--- config.mk ---
export PLATFORM = sky130hd
export DESIGN_NAME = part_access_guard
export DESIGN_NICKNAME = d
export VERILOG_FILES = /design/src/rtl/part_access_pkg.sv /design/src/rtl/part_access_decode.sv /design/src/rtl/part_access_addr.sv /design/src/rtl/part_access_guard.sv
export SDC_FILE = /design/constraint.sdc
export NUM_CORES = 1
export LEC_CHECK = 0
export CAP_MARGIN = 0
export CORE_MARGIN = 2
export CORE_UTILIZATION = 36
export DETAILED_ROUTE_END_ITERATION = 16
export PLACE_DENSITY = 0.8
export SYNTH_ARGS = -nofsm -noshare
export SYNTH_HDL_FRONTEND = slang
export SYNTH_HIERARCHICAL = 1
export SYNTH_SLANG_ARGS = --single-unit
--- constraint.sdc ---
create_clock -name clk -period 2.63 [get_ports clk]
set_input_delay 0.263 -clock clk [delete_from_list [all_inputs] [get_ports clk]]
set_output_delay 0.263 -clock clk [all_outputs]
set_load 0.01 [all_outputs]
--- src/rtl/part_access_pkg.sv ---
package part_access_pkg;

  typedef enum logic [1:0] {
    FN_FREE   = 2'b00,
    FN_PROG   = 2'b01,
    FN_RDONLY = 2'b10,
    FN_LOCKED = 2'b11
  } func_t;

  typedef struct packed {
    logic rd_pw;
    logic wr_pw;
    logic rd_ok;
    logic wr_ok;
    logic prog_only;
  } arr_rule_t;

  function automatic arr_rule_t rule_of(input logic [3:0] nib);
    arr_rule_t r;
    func_t     f;
    f           = func_t'(nib[1:0]);
    r.rd_pw     = nib[3];
    r.wr_pw     = nib[2];
    r.rd_ok     = (f != FN_LOCKED);
    r.wr_ok     = (f == FN_FREE) || (f == FN_PROG);
    r.prog_only = (f == FN_PROG);
    return r;
  endfunction

endpackage

--- src/rtl/part_access_decode.sv ---
module part_access_decode
  import part_access_pkg::*;
#(
  parameter int SEL_W   = 2,
  parameter int NIB_W   = 4,
  localparam int NUM_ARR = 1 << SEL_W,
  localparam int POL_W   = NUM_ARR * NIB_W
) (
  input  logic [POL_W-1:0] ctl_bits,
  input  logic [SEL_W-1:0] sel,
  output arr_rule_t        rule
);

  arr_rule_t rule_tbl [NUM_ARR];

  for (genvar i = 0; i < NUM_ARR; i++) begin : g_arr
    assign rule_tbl[i] = rule_of(ctl_bits[i*NIB_W +: 4]);
  end

  assign rule = rule_tbl[sel];

endmodule

--- src/rtl/part_access_addr.sv ---
module part_access_addr #(
  parameter int ADDR_W = 9,
  parameter int BLK_W  = 7,
  parameter int SECT_W = 3
) (
  input  logic              clk,
  input  logic              rst,
  input  logic              load,
  input  logic [ADDR_W-1:0] load_addr,
  input  logic              adv,
  input  logic              sector_mode,
  output logic [ADDR_W-1:0] addr_q
);

  logic [ADDR_W-1:0] sect_next;
  logic [ADDR_W-1:0] blk_next;
  logic [SECT_W-1:0] sect_low;
  logic [BLK_W-1:0]  blk_low;

  always_comb begin
    sect_low  = addr_q[SECT_W-1:0] + 1'b1;
    blk_low   = addr_q[BLK_W-1:0] + 1'b1;
    sect_next = {addr_q[ADDR_W-1:SECT_W], sect_low};
    blk_next  = {addr_q[ADDR_W-1:BLK_W], blk_low};
  end

  always_ff @(posedge clk) begin
    if (rst) begin
      addr_q <= '0;
    end else if (load) begin
      addr_q <= load_addr;
    end else if (adv) begin
      addr_q <= sector_mode ? sect_next : blk_next;
    end
  end

endmodule

--- src/rtl/part_access_guard.sv ---
module part_access_guard
  import part_access_pkg::*;
#(
  parameter int ADDR_W = 9,
  parameter int BLK_W  = 7,
  parameter int SECT_W = 3,
  parameter int DATA_W = 8,
  parameter int CTL_W  = 8
) (
  input  logic              clk,
  input  logic              rst,
  input  logic              op_start,
  input  logic              op_write,
  input  logic [ADDR_W-1:0] op_addr,
  input  logic              cfg_override,
  input  logic              byte_step,
  input  logic [DATA_W-1:0] new_byte,
  input  logic [DATA_W-1:0] old_byte,
  input  logic [CTL_W-1:0]  ctl_lo,
  input  logic [CTL_W-1:0]  ctl_hi,
  output logic              grant,
  output logic              pw_required,
  output logic              standby_pulse,
  output logic [ADDR_W-1:0] byte_addr
);

  localparam int SEL_W = ADDR_W - BLK_W;

  arr_rule_t rule;
  logic      start_ok;
  logic      start_pw;
  logic      sess_q;
  logic      wr_q;
  logic      prog_q;
  logic      violation;
  logic      adv;

  part_access_decode #(.SEL_W(SEL_W), .NIB_W(4)) u_decode (
    .ctl_bits (({ctl_hi, ctl_lo})),
    .sel      (op_addr[ADDR_W-1:BLK_W]),
    .rule     (rule)
  );

  always_comb begin
    if (cfg_override) begin
      start_ok = 1'b1;
      start_pw = 1'b0;
    end else if (op_write) begin
      start_ok = rule.wr_ok;
      start_pw = rule.wr_pw;
    end else begin
      start_ok = rule.rd_ok;
      start_pw = rule.rd_pw;
    end
  end

  assign violation = sess_q && wr_q && prog_q && (|(new_byte & ~old_byte));
  assign adv       = byte_step && sess_q && !violation && !op_start;

  always_ff @(posedge clk) begin
    if (rst) begin
      grant         <= 1'b0;
      pw_required   <= 1'b0;
      standby_pulse <= 1'b0;
      sess_q        <= 1'b0;
      wr_q          <= 1'b0;
      prog_q        <= 1'b0;
    end else begin
      standby_pulse <= 1'b0;
      if (op_start) begin
        grant         <= start_ok;
        pw_required   <= start_pw;
        sess_q        <= start_ok;
        standby_pulse <= !start_ok;
        wr_q          <= op_write;
        prog_q        <= op_write && !cfg_override && rule.prog_only;
      end else if (byte_step && violation) begin
        grant         <= 1'b0;
        sess_q        <= 1'b0;
        standby_pulse <= 1'b1;
      end
    end
  end

  part_access_addr #(.ADDR_W(ADDR_W), .BLK_W(BLK_W), .SECT_W(SECT_W)) u_addr (
    .clk         (clk),
    .rst         (rst),
    .load        (op_start),
    .load_addr   (op_addr),
    .adv         (adv),
    .sector_mode (wr_q),
    .addr_q      (byte_addr)
  );

endmodule

==> results.yml, run 1 <==
setup_path:
  worstSetupStartpointType: "input pin"
  worstReg2RegStart: "wr_q$_SDFFE_PP0P_"
  startpoint: "old_byte[2]"
  critPathMaxFanout: 5
  r2r_cells: 6
  worstSetupPathType: "in -> reg"
  cp-end-kind: "flop"
  required_ns: 2.81
  crit_arrival_ns: 2.35
sta:
  timing.hold.ws_ns: 0.505
  fin_worst_skew_ns: 0.00278
  finalCriticalPeriod_ns: 2.17
  final.setup.tns_ns: 0
  fmax_ghz: 0.461
  setup_violations: 0
  slew_headroom_pct: 60.7
  period_share_pct: 82.5
  slew_violations: 0
  worstMarginPinSlew_ns: 0.587
  hold_viol: 0
  rsz0062_at_grt: "false"
cts:
  cts_tree: "done"
  cts_buffers: 3
  clkSinkCount: 14
  cts.clk_slew.worst_paths_ns: 0.08
  ctsRootBufferMaster: "clkbuf_4"
  postCtsSetupRepairBufs: 0
  cts-resized-gates: 0
  clock_latency_ns: 0.27
  cts_hold_buf: 0
  htree_levels: 1
  clock_path_buffers: 2
global_route:
  grt_pass1_wl_um: 3970
  grtUsageTotal_pct: 17.9
  grt.overflow.total: 0
  grt_pass1_vias: 997
  grt_start_max_net_pins: 17
  antenna_found_initial: 0
die:
  die_area_mm2: 0.00299
  fp.dieW_um: 54.6
  core_area_mm2: 0.00245
  die_h_um: 54.6
  start_util_pct: 37.6
  ios: 59
  rows: 18
power:
  ir_worst_vdd_uv: 177
  leakage_nw: 0.619
  fin_total_pwr_uw: 532
  power_density_mw_per_mm2: 337
final_layout:
  final_nets: 215
  layout_commonest_cell: "clkdlybuf4s50_1"
  diodes: 0
  drive_above_1_share_pct: 9.70
  final_cell_mix: "58 x clkdlybuf4s50_1, 14 x dfxtp_1, 11 x nand2_1, 10 x nor2_1, 9 x inv_1"
  areaGrowthSynthToFinish_pct: 70.9
  final_util_pct: 64.3
detailed_routing:
  wl_per_cell_um: 12.8
  num_vias: 1040
  drc: 0
  vias_per_cell: 5.33
  drt-initial-drc-count: 19
  wl_um: 2510
  ant_nets: 0
  drt-pass1-iter-count: 4
synth:
  netlist_area_um2: 923
  async_flop_share_pct: 0
  synth_area_leader_cell: "dfxtp_1"
  yosys_register_bits: 14
  synthFlopType: "dfxtp_1"
  ys_types: 37
  synth-edff-count: 0
  netlist.area_leader.share_pct: 30.4
  avgSynthCellArea_um2: 8.88
  netlist_instances: 104
  synth_area_leaders: "dfxtp_1 30%, mux4_2 9.8%, mux2i_1 5.4%"
  syn_nets: 152
  yosysSeqAreaShare_pct: 30.4
  yosys_warnings: 6
run:
  cap_viol_max_count: 0
placed_design:
  port_buffers: 58
  place_hpwl_um: 2130
  place.gp.congestion: 0.701
worst_hold_path:
  hp-class: "reg -> reg"
  holdPathStages: 2
  worstHoldStart: "prog_q$_SDFFE_PP0P_"
run_status:
  status: "complete, no violations"
## worst paths after layout
path,slack (ns),end
setup reg to reg,0.94,u_addr/addr_q[5]$_SDFFE_PP0P_
hold / removal,0.51,prog_q$_SDFFE_PP0P_
setup / recovery,0.46,u_addr/addr_q[5]$_SDFFE_PP0P_
hold reg to reg,0.51,prog_q$_SDFFE_PP0P_
## state kept, by name (all words and copies together), names as in the netlist
signal	cells
u_addr/addr_q	9
prog_q	1
pw_required	1
sess_q	1
standby_pulse	1
wr_q	1
## critical path, stage by stage
cell	delay [ns]
clkdlybuf4s50_1	0.44
nand2b_1	0.09
o2111ai_1	0.13
o311ai_2	0.25
nor3b_1	0.22
buf_4	0.17
nand4b_2	0.13
or3_1	0.36
a311oi_1	0.27
## where the power goes
group | internal [mW] | switching (mW) | leakage, nW
clock | 0.0529 | 0.0652 | 0.0138
combinational | 0.119 | 0.0575 | 0.490
sequential | 0.225 | 0.0127 | 0.116
total | 0.397 | 0.135 | 0.619
## routing by layer
layer  track usage [%]  vias up  wire [um]
li1                  -      502          -
met1              18.9      483        931
met2              33.9       53       1300
met3              3.83        2        254
met4              6.67        0         14
met5                 0        -          0
## metrics by stage
step | cells | area, um2 | setup slack [ns]
after floorplan | 104 | 923 | 0.501
after global placement | 192 | 1560 | 0.256
after detailed placement | 192 | 1560 | 0.187
after CTS | 195 | 1580 | 0.465
after global routing | 195 | 1580 | 0.341
final | 195 | 1580 | 0.459
## cell usage after synthesis (2+ instances only)
cell type	number
xor2_1	2
clkbuf_1	2
dfxtp_1	14
nor2_1	10
a21oi_1	3
o21ai_0	4
mux4_2	4
inv_1	9
nor2b_1	4
o22ai_1	2
mux2i_1	5
or3_1	3
nand2b_1	6
a311oi_1	3
nand2_1	11
## cell type report
type	count	area [um2]
fill	207	877
multi-input combinational	77	593
inverter	9	33.8
timing repair buffer	62	611
tap	30	37.5
sequential	14	280
clock buffer	3	22.5
## kinds of logic (layout without fill, tap and decap cells)
logic type                 count (synthesis)  count (layout)  share of synthesized area, %
adders and majority gates                  1               1                          1.35
and+or+nand+nor                           43              43                          25.2
DFF                                       14              14                          30.4
muxes                                     11              11                          19.2
xor gates and xnor gates                   2               2                          1.90
buffers and inverters                     13              74                          5.42
AOI/OAI and AO/OA                         20              20                          16.5
(Power assumes the default switching activity.)
==> run 2, diff against run 1 <==
==> constraint.sdc (replaced) <==
create_clock -name clk -period 2.2 [get_ports clk]
set_input_delay 0.22 -clock clk [delete_from_list [all_inputs] [get_ports clk]]
set_output_delay 0.22 -clock clk [all_outputs]
set_load 0.01 [all_outputs]
==> results.yml, run 2 (synthesized netlist as in run 1, its figures left out) <==
global_route:
  use_met1_pct: 19.1
  antenna_found_initial: 0
  globalRouteMet2Util_pct: 36.5
  grtUsageTotal_pct: 18.7
  grt.overflow.total: 0
  grt_pass1_vias: 1022
  grt_pass1_wl_um: 4090
  busiest_layer: "met2"
  grt_use_met3_pct: 4.10
  grt_start_max_net_pins: 14
run_status:
  status: "complete, no violations"
cts:
  cts_hold_buf: 0
  clock_latency_ns: 0.27
  cts.clk_slew.worst_paths_ns: 0.09
  clock_path_buffers: 2
  htree_levels: 1
  cts-resized-gates: 0
  cts_tree: "done"
  clkSinkCount: 14
  cts_buffers: 3
  ctsRootBufferMaster: "clkbuf_4"
  postCtsSetupRepairBufs: 0
detailed_routing:
  drc: 0
  drt-initial-drc-count: 18
  wl_per_cell_um: 13.0
  ant_nets: 0
  num_vias: 1050
  vias_per_cell: 5.25
  drt-pass1-iter-count: 4
  wl_um: 2590
setup_path:
  cpPeakStageDelay_ns: 0.45
  required_ns: 2.38
  cp-end-kind: "flop"
  crit_arrival_ns: 2.25
  worstSetupStartpointType: "input pin"
  critPathMaxFanout: 4
  worstSetupPathType: "in -> reg"
  crit_chain: "clkdlybuf4s50_1 > nand2b_1 > o2111ai_2 > o311ai_2 > nor3b_2 > buf_4 > nand3b_1 > or3_1 > a311oi_1"
  worst-path-buf-inv: 2
  slowest_stage: "clkdlybuf4s50_1"
  critPathTopFamily: "simple AND/OR/NAND/NOR gates"
die:
  die_area_mm2: 0.00299
  die_h_um: 54.6
  core_area_mm2: 0.00245
  fp.dieW_um: 54.6
  ios: 59
  rows: 18
  start_util_pct: 37.6
placed_design:
  dp_cells: 196
  place.gp.congestion: 0.772
  place_hpwl_um: 2210
  place_area_mm2: 0.00159
  port_buffers: 58
final_layout:
  regMostFlops: "u_addr/addr_q"
  largest_reg_flops: 9
  diodes: 0
  stdcell_count: 200
  final_cell_mix: "58 x clkdlybuf4s50_1, 14 x dfxtp_1, 11 x nand2_1, 10 x nor2_1, 9 x inv_1"
  layout_commonest_cell: "clkdlybuf4s50_1"
  final_nets: 219
  register_area_um2: 280
  nFillCells: 192
  design_area_mm2: 0.00165
  drive_above_1_share_pct: 14.7
  areaGrowthSynthToFinish_pct: 78.2
  multi_input_area_um2: 617
sta:
  fmax_ghz: 0.482
  period_share_pct: 94.3
  rsz0062_at_grt: "false"
  finalCriticalPeriod_ns: 2.08
  slew_violations: 0
  hold_viol: 0
  fin_worst_skew_ns: 0.00879
  slew_headroom_pct: 77.9
  final.setup.tns_ns: 0
  timing.hold.ws_ns: 0.496
  worstMarginPinSlew_ns: 0.332
  setup_violations: 0
power:
  ir_worst_vdd_uv: 270
  power_density_mw_per_mm2: 415
  leakage_nw: 0.652
run:
  cap_viol_max_count: 0
worst_hold_path:
  hp-class: "in -> reg"
run 2: changes by cell type in the layout (fill, tap and decap cells not counted):
cell and change:
buf_4 +4, a221oi_1 -1, a221oi_2 +1, a311oi_1 -1, a311oi_2 +1, clkbuf_8 +1
nor3b_1 -1, nor3b_2 +1, o2111ai_1 -1, o2111ai_2 +1
run 2: layer usage:
metal / part of all wire (%) / up-vias
li1: - / 510
met1: 37 / 479
met2: 52 / 57
met3: 10 / 4
met4: 1.2 / 0
met5: 0 / -
run 2: cell type report:
type | count | area share (%)
clock buffers | 4 | 2.21
well taps | 30 | 2.28
multi-input cells | 77 | 37.5
flip-flops and latches | 14 | 17.0
inverters | 9 | 2.05
repair buffers | 66 | 38.9
run 2: worst paths after layout:
kind | start | endpoint | slack, ns | cells after the start
hold / removal | op_addr[0] | u_addr/addr_q[0]$_SDFFE_PP0P_ | 0.50 | 3
hold reg to reg | prog_q$_SDFFE_PP0P_ | prog_q$_SDFFE_PP0P_ | 0.50 | 2
setup reg to reg | wr_q$_SDFFE_PP0P_ | u_addr/addr_q[3]$_SDFFE_PP0P_ | 0.63 | 6
setup / recovery | old_byte[2] | u_addr/addr_q[3]$_SDFFE_PP0P_ | 0.12 | 9
run 2: through the flow:
| stage | setup slack [ns] | power, mW | utilization (%) |
|---|---|---|---|
| 2_1_floorplan | 0.114 | 0.366 | - |
| 6_report | 0.125 | 0.683 | 67.0 |
| 3_3_place_gp | -0.104 | 0.499 | 64.6 |
| 3_5_place_dp | -0.178 | 0.507 | 64.6 |
| 5_1_grt | 0.00464 | 0.723 | 67.0 |
| 4_1_cts | 0.0915 | 0.685 | 66.1 |
run 2: report_power, final:
part           total, mW  internal (mW)  switching, mW
registers          0.284          0.269         0.0153
logic              0.221          0.147         0.0737
clock network      0.177          0.100         0.0770
total              0.683          0.517          0.166
run 2: worst reg2reg max path, stage by stage (launching register included):
cell,delay (ns)
dfxtp_1,0.35
o311ai_2,0.09
nor3b_2,0.21
buf_4,0.14
nand3b_1,0.11
or3_1,0.32
a311oi_1,0.25
==> run 3, diff against run 2 <==
--- a/config.mk
+++ b/config.mk
@@ -8,6 +8,7 @@
 export CAP_MARGIN = 0
 export CORE_MARGIN = 2
 export CORE_UTILIZATION = 36
+export CTS_BUF_LIST = sky130_fd_sc_hd__clkbuf_8 sky130_fd_sc_hd__clkbuf_16
 export DETAILED_ROUTE_END_ITERATION = 16
 export PLACE_DENSITY = 0.8
 export SYNTH_ARGS = -nofsm -noshare
==> results.yml, run 3 (synthesized netlist as in run 1, its figures left out) <==
sta:
  fin_worst_skew_ns: 0.00588
  hold_viol: 0
  worstMarginPinSlew_ns: 0.337
  timing.hold.ws_ns: 0.502
  setup_violations: 0
  slew_headroom_pct: 77.5
  final.setup.tns_ns: 0
  finalCriticalPeriod_ns: 2.10
  fmax_ghz: 0.475
  slew_violations: 0
  period_share_pct: 95.6
setup_path:
  critPathMaxFanout: 4
  crit_arrival_ns: 2.26
  slowest_stage: "clkdlybuf4s50_1"
  required_ns: 2.36
  r2r_slack_ns: 0.63
  crit_chain: "clkdlybuf4s50_1 > nand2b_4 > o2111ai_4 > o311ai_4 > nor3b_2 > buf_4 > nand3b_1 > or3_1 > a311oi_1"
  worstSetupPathType: "in -> reg"
  cp-end-kind: "flop"
  cpPeakStageDelay_ns: 0.46
  worstSetupStartpointType: "input pin"
die:
  core_area_mm2: 0.00245
  ios: 59
  rows: 18
  die_h_um: 54.6
  start_util_pct: 37.6
  fp.dieW_um: 54.6
  die_area_mm2: 0.00299
detailed_routing:
  ant_nets: 0
  vias_per_cell: 5.37
  wl_per_cell_um: 13.7
  drc: 0
  drt-pass1-iter-count: 4
  drt-initial-drc-count: 10
  num_vias: 1074
  wl_um: 2740
final_layout:
  areaGrowthSynthToFinish_pct: 85.9
  diodes: 0
  layout_commonest_cell: "clkdlybuf4s50_1"
  final_cell_mix: "58 x clkdlybuf4s50_1, 14 x dfxtp_1, 11 x nand2_1, 10 x nor2_1, 9 x inv_1"
  regMostFlops: "u_addr/addr_q"
  stdcell_count: 200
  register_area_um2: 280
  nFillCells: 184
  design_area_mm2: 0.00172
  drive_above_1_share_pct: 16.5
  final_nets: 219
  largest_reg_flops: 9
  multi_input_area_um2: 669
cts:
  cts_tree: "done"
  cts_buffers: 3
  clkSinkCount: 14
  cts-resized-gates: 0
  clock_latency_ns: 0.25
  postCtsSetupRepairBufs: 0
  ctsRootBufferMaster: "clkbuf_8"
  clock_path_buffers: 2
  cts.clk_slew.worst_paths_ns: 0.05
  htree_levels: 1
  cts_hold_buf: 0
global_route:
  grtUsageTotal_pct: 18.7
  grt.overflow.total: 0
  grt_start_max_net_pins: 14
  grt_pass1_wl_um: 4110
  grt_pass1_vias: 1030
  antenna_found_initial: 0
placed_design:
  place_hpwl_um: 2210
  place.gp.congestion: 0.772
  port_buffers: 58
  place_area_mm2: 0.00159
  dp_cells: 196
power:
  fin_total_pwr_uw: 772
  leakage_nw: 0.689
  ir_worst_vdd_uv: 280
  power_density_mw_per_mm2: 450
run:
  cap_viol_max_count: 0
run_status:
  status: "complete, no violations"
worst_hold_path:
  hp-class: "reg -> reg"
## run 3: cell counts in the layout (fill, tap and decap cells not counted)
Identical to the previous run, type by type.
## run 3: path summary, 6_finish.rpt
kind,start,end,cells past startpoint
worst min register to register,pw_required$_SDFFE_PP0P_,pw_required$_SDFFE_PP0P_,2
worst max-delay path,old_byte[2],u_addr/addr_q[3]$_SDFFE_PP0P_,9
worst min-delay path,pw_required$_SDFFE_PP0P_,pw_required$_SDFFE_PP0P_,2
worst max register to register,wr_q$_SDFFE_PP0P_,u_addr/addr_q[3]$_SDFFE_PP0P_,6
## run 3: power breakdown
group          total, mW  switching, mW  internal, mW
clock              0.253         0.0944         0.159
sequential         0.286         0.0166         0.270
combinational      0.233         0.0800         0.153
total              0.772          0.191         0.581
## run 3: per-layer routing
metal	vias up	global-route usage (%)	routed length [um]
met5	-	0	0
met4	0	6.25	53
li1	511	-	-
met1	487	19.3	980
met3	6	4.10	282
met2	70	36.5	1420
## run 3: per-stage QoR
stage / worst slack [ns] / utilization, %
after CTS: 0.0698 / 66.8
after detailed placement: -0.178 / 64.6
final: 0.0960 / 69.9
after floorplan: 0.114 / -
after global placement: -0.104 / 64.6
after global routing: -0.000642 / 69.9
## run 3: layout make-up
cell class | count | area share [%]
Timing Repair Buffer | 66 | 37.3
Inverter | 9 | 1.97
Sequential cell | 14 | 16.3
Tap cell | 30 | 2.19
Clock buffer | 4 | 3.21
Multi-Input combinational cell | 77 | 39.0
## run 3: critical path, delay by kind of cell
family | cells | cell delay, ns
AO/OA/AOI/OAI | 3 | 0.67
buffers and inverters | 2 | 0.60
AND/OR/NAND/NOR | 4 | 0.76
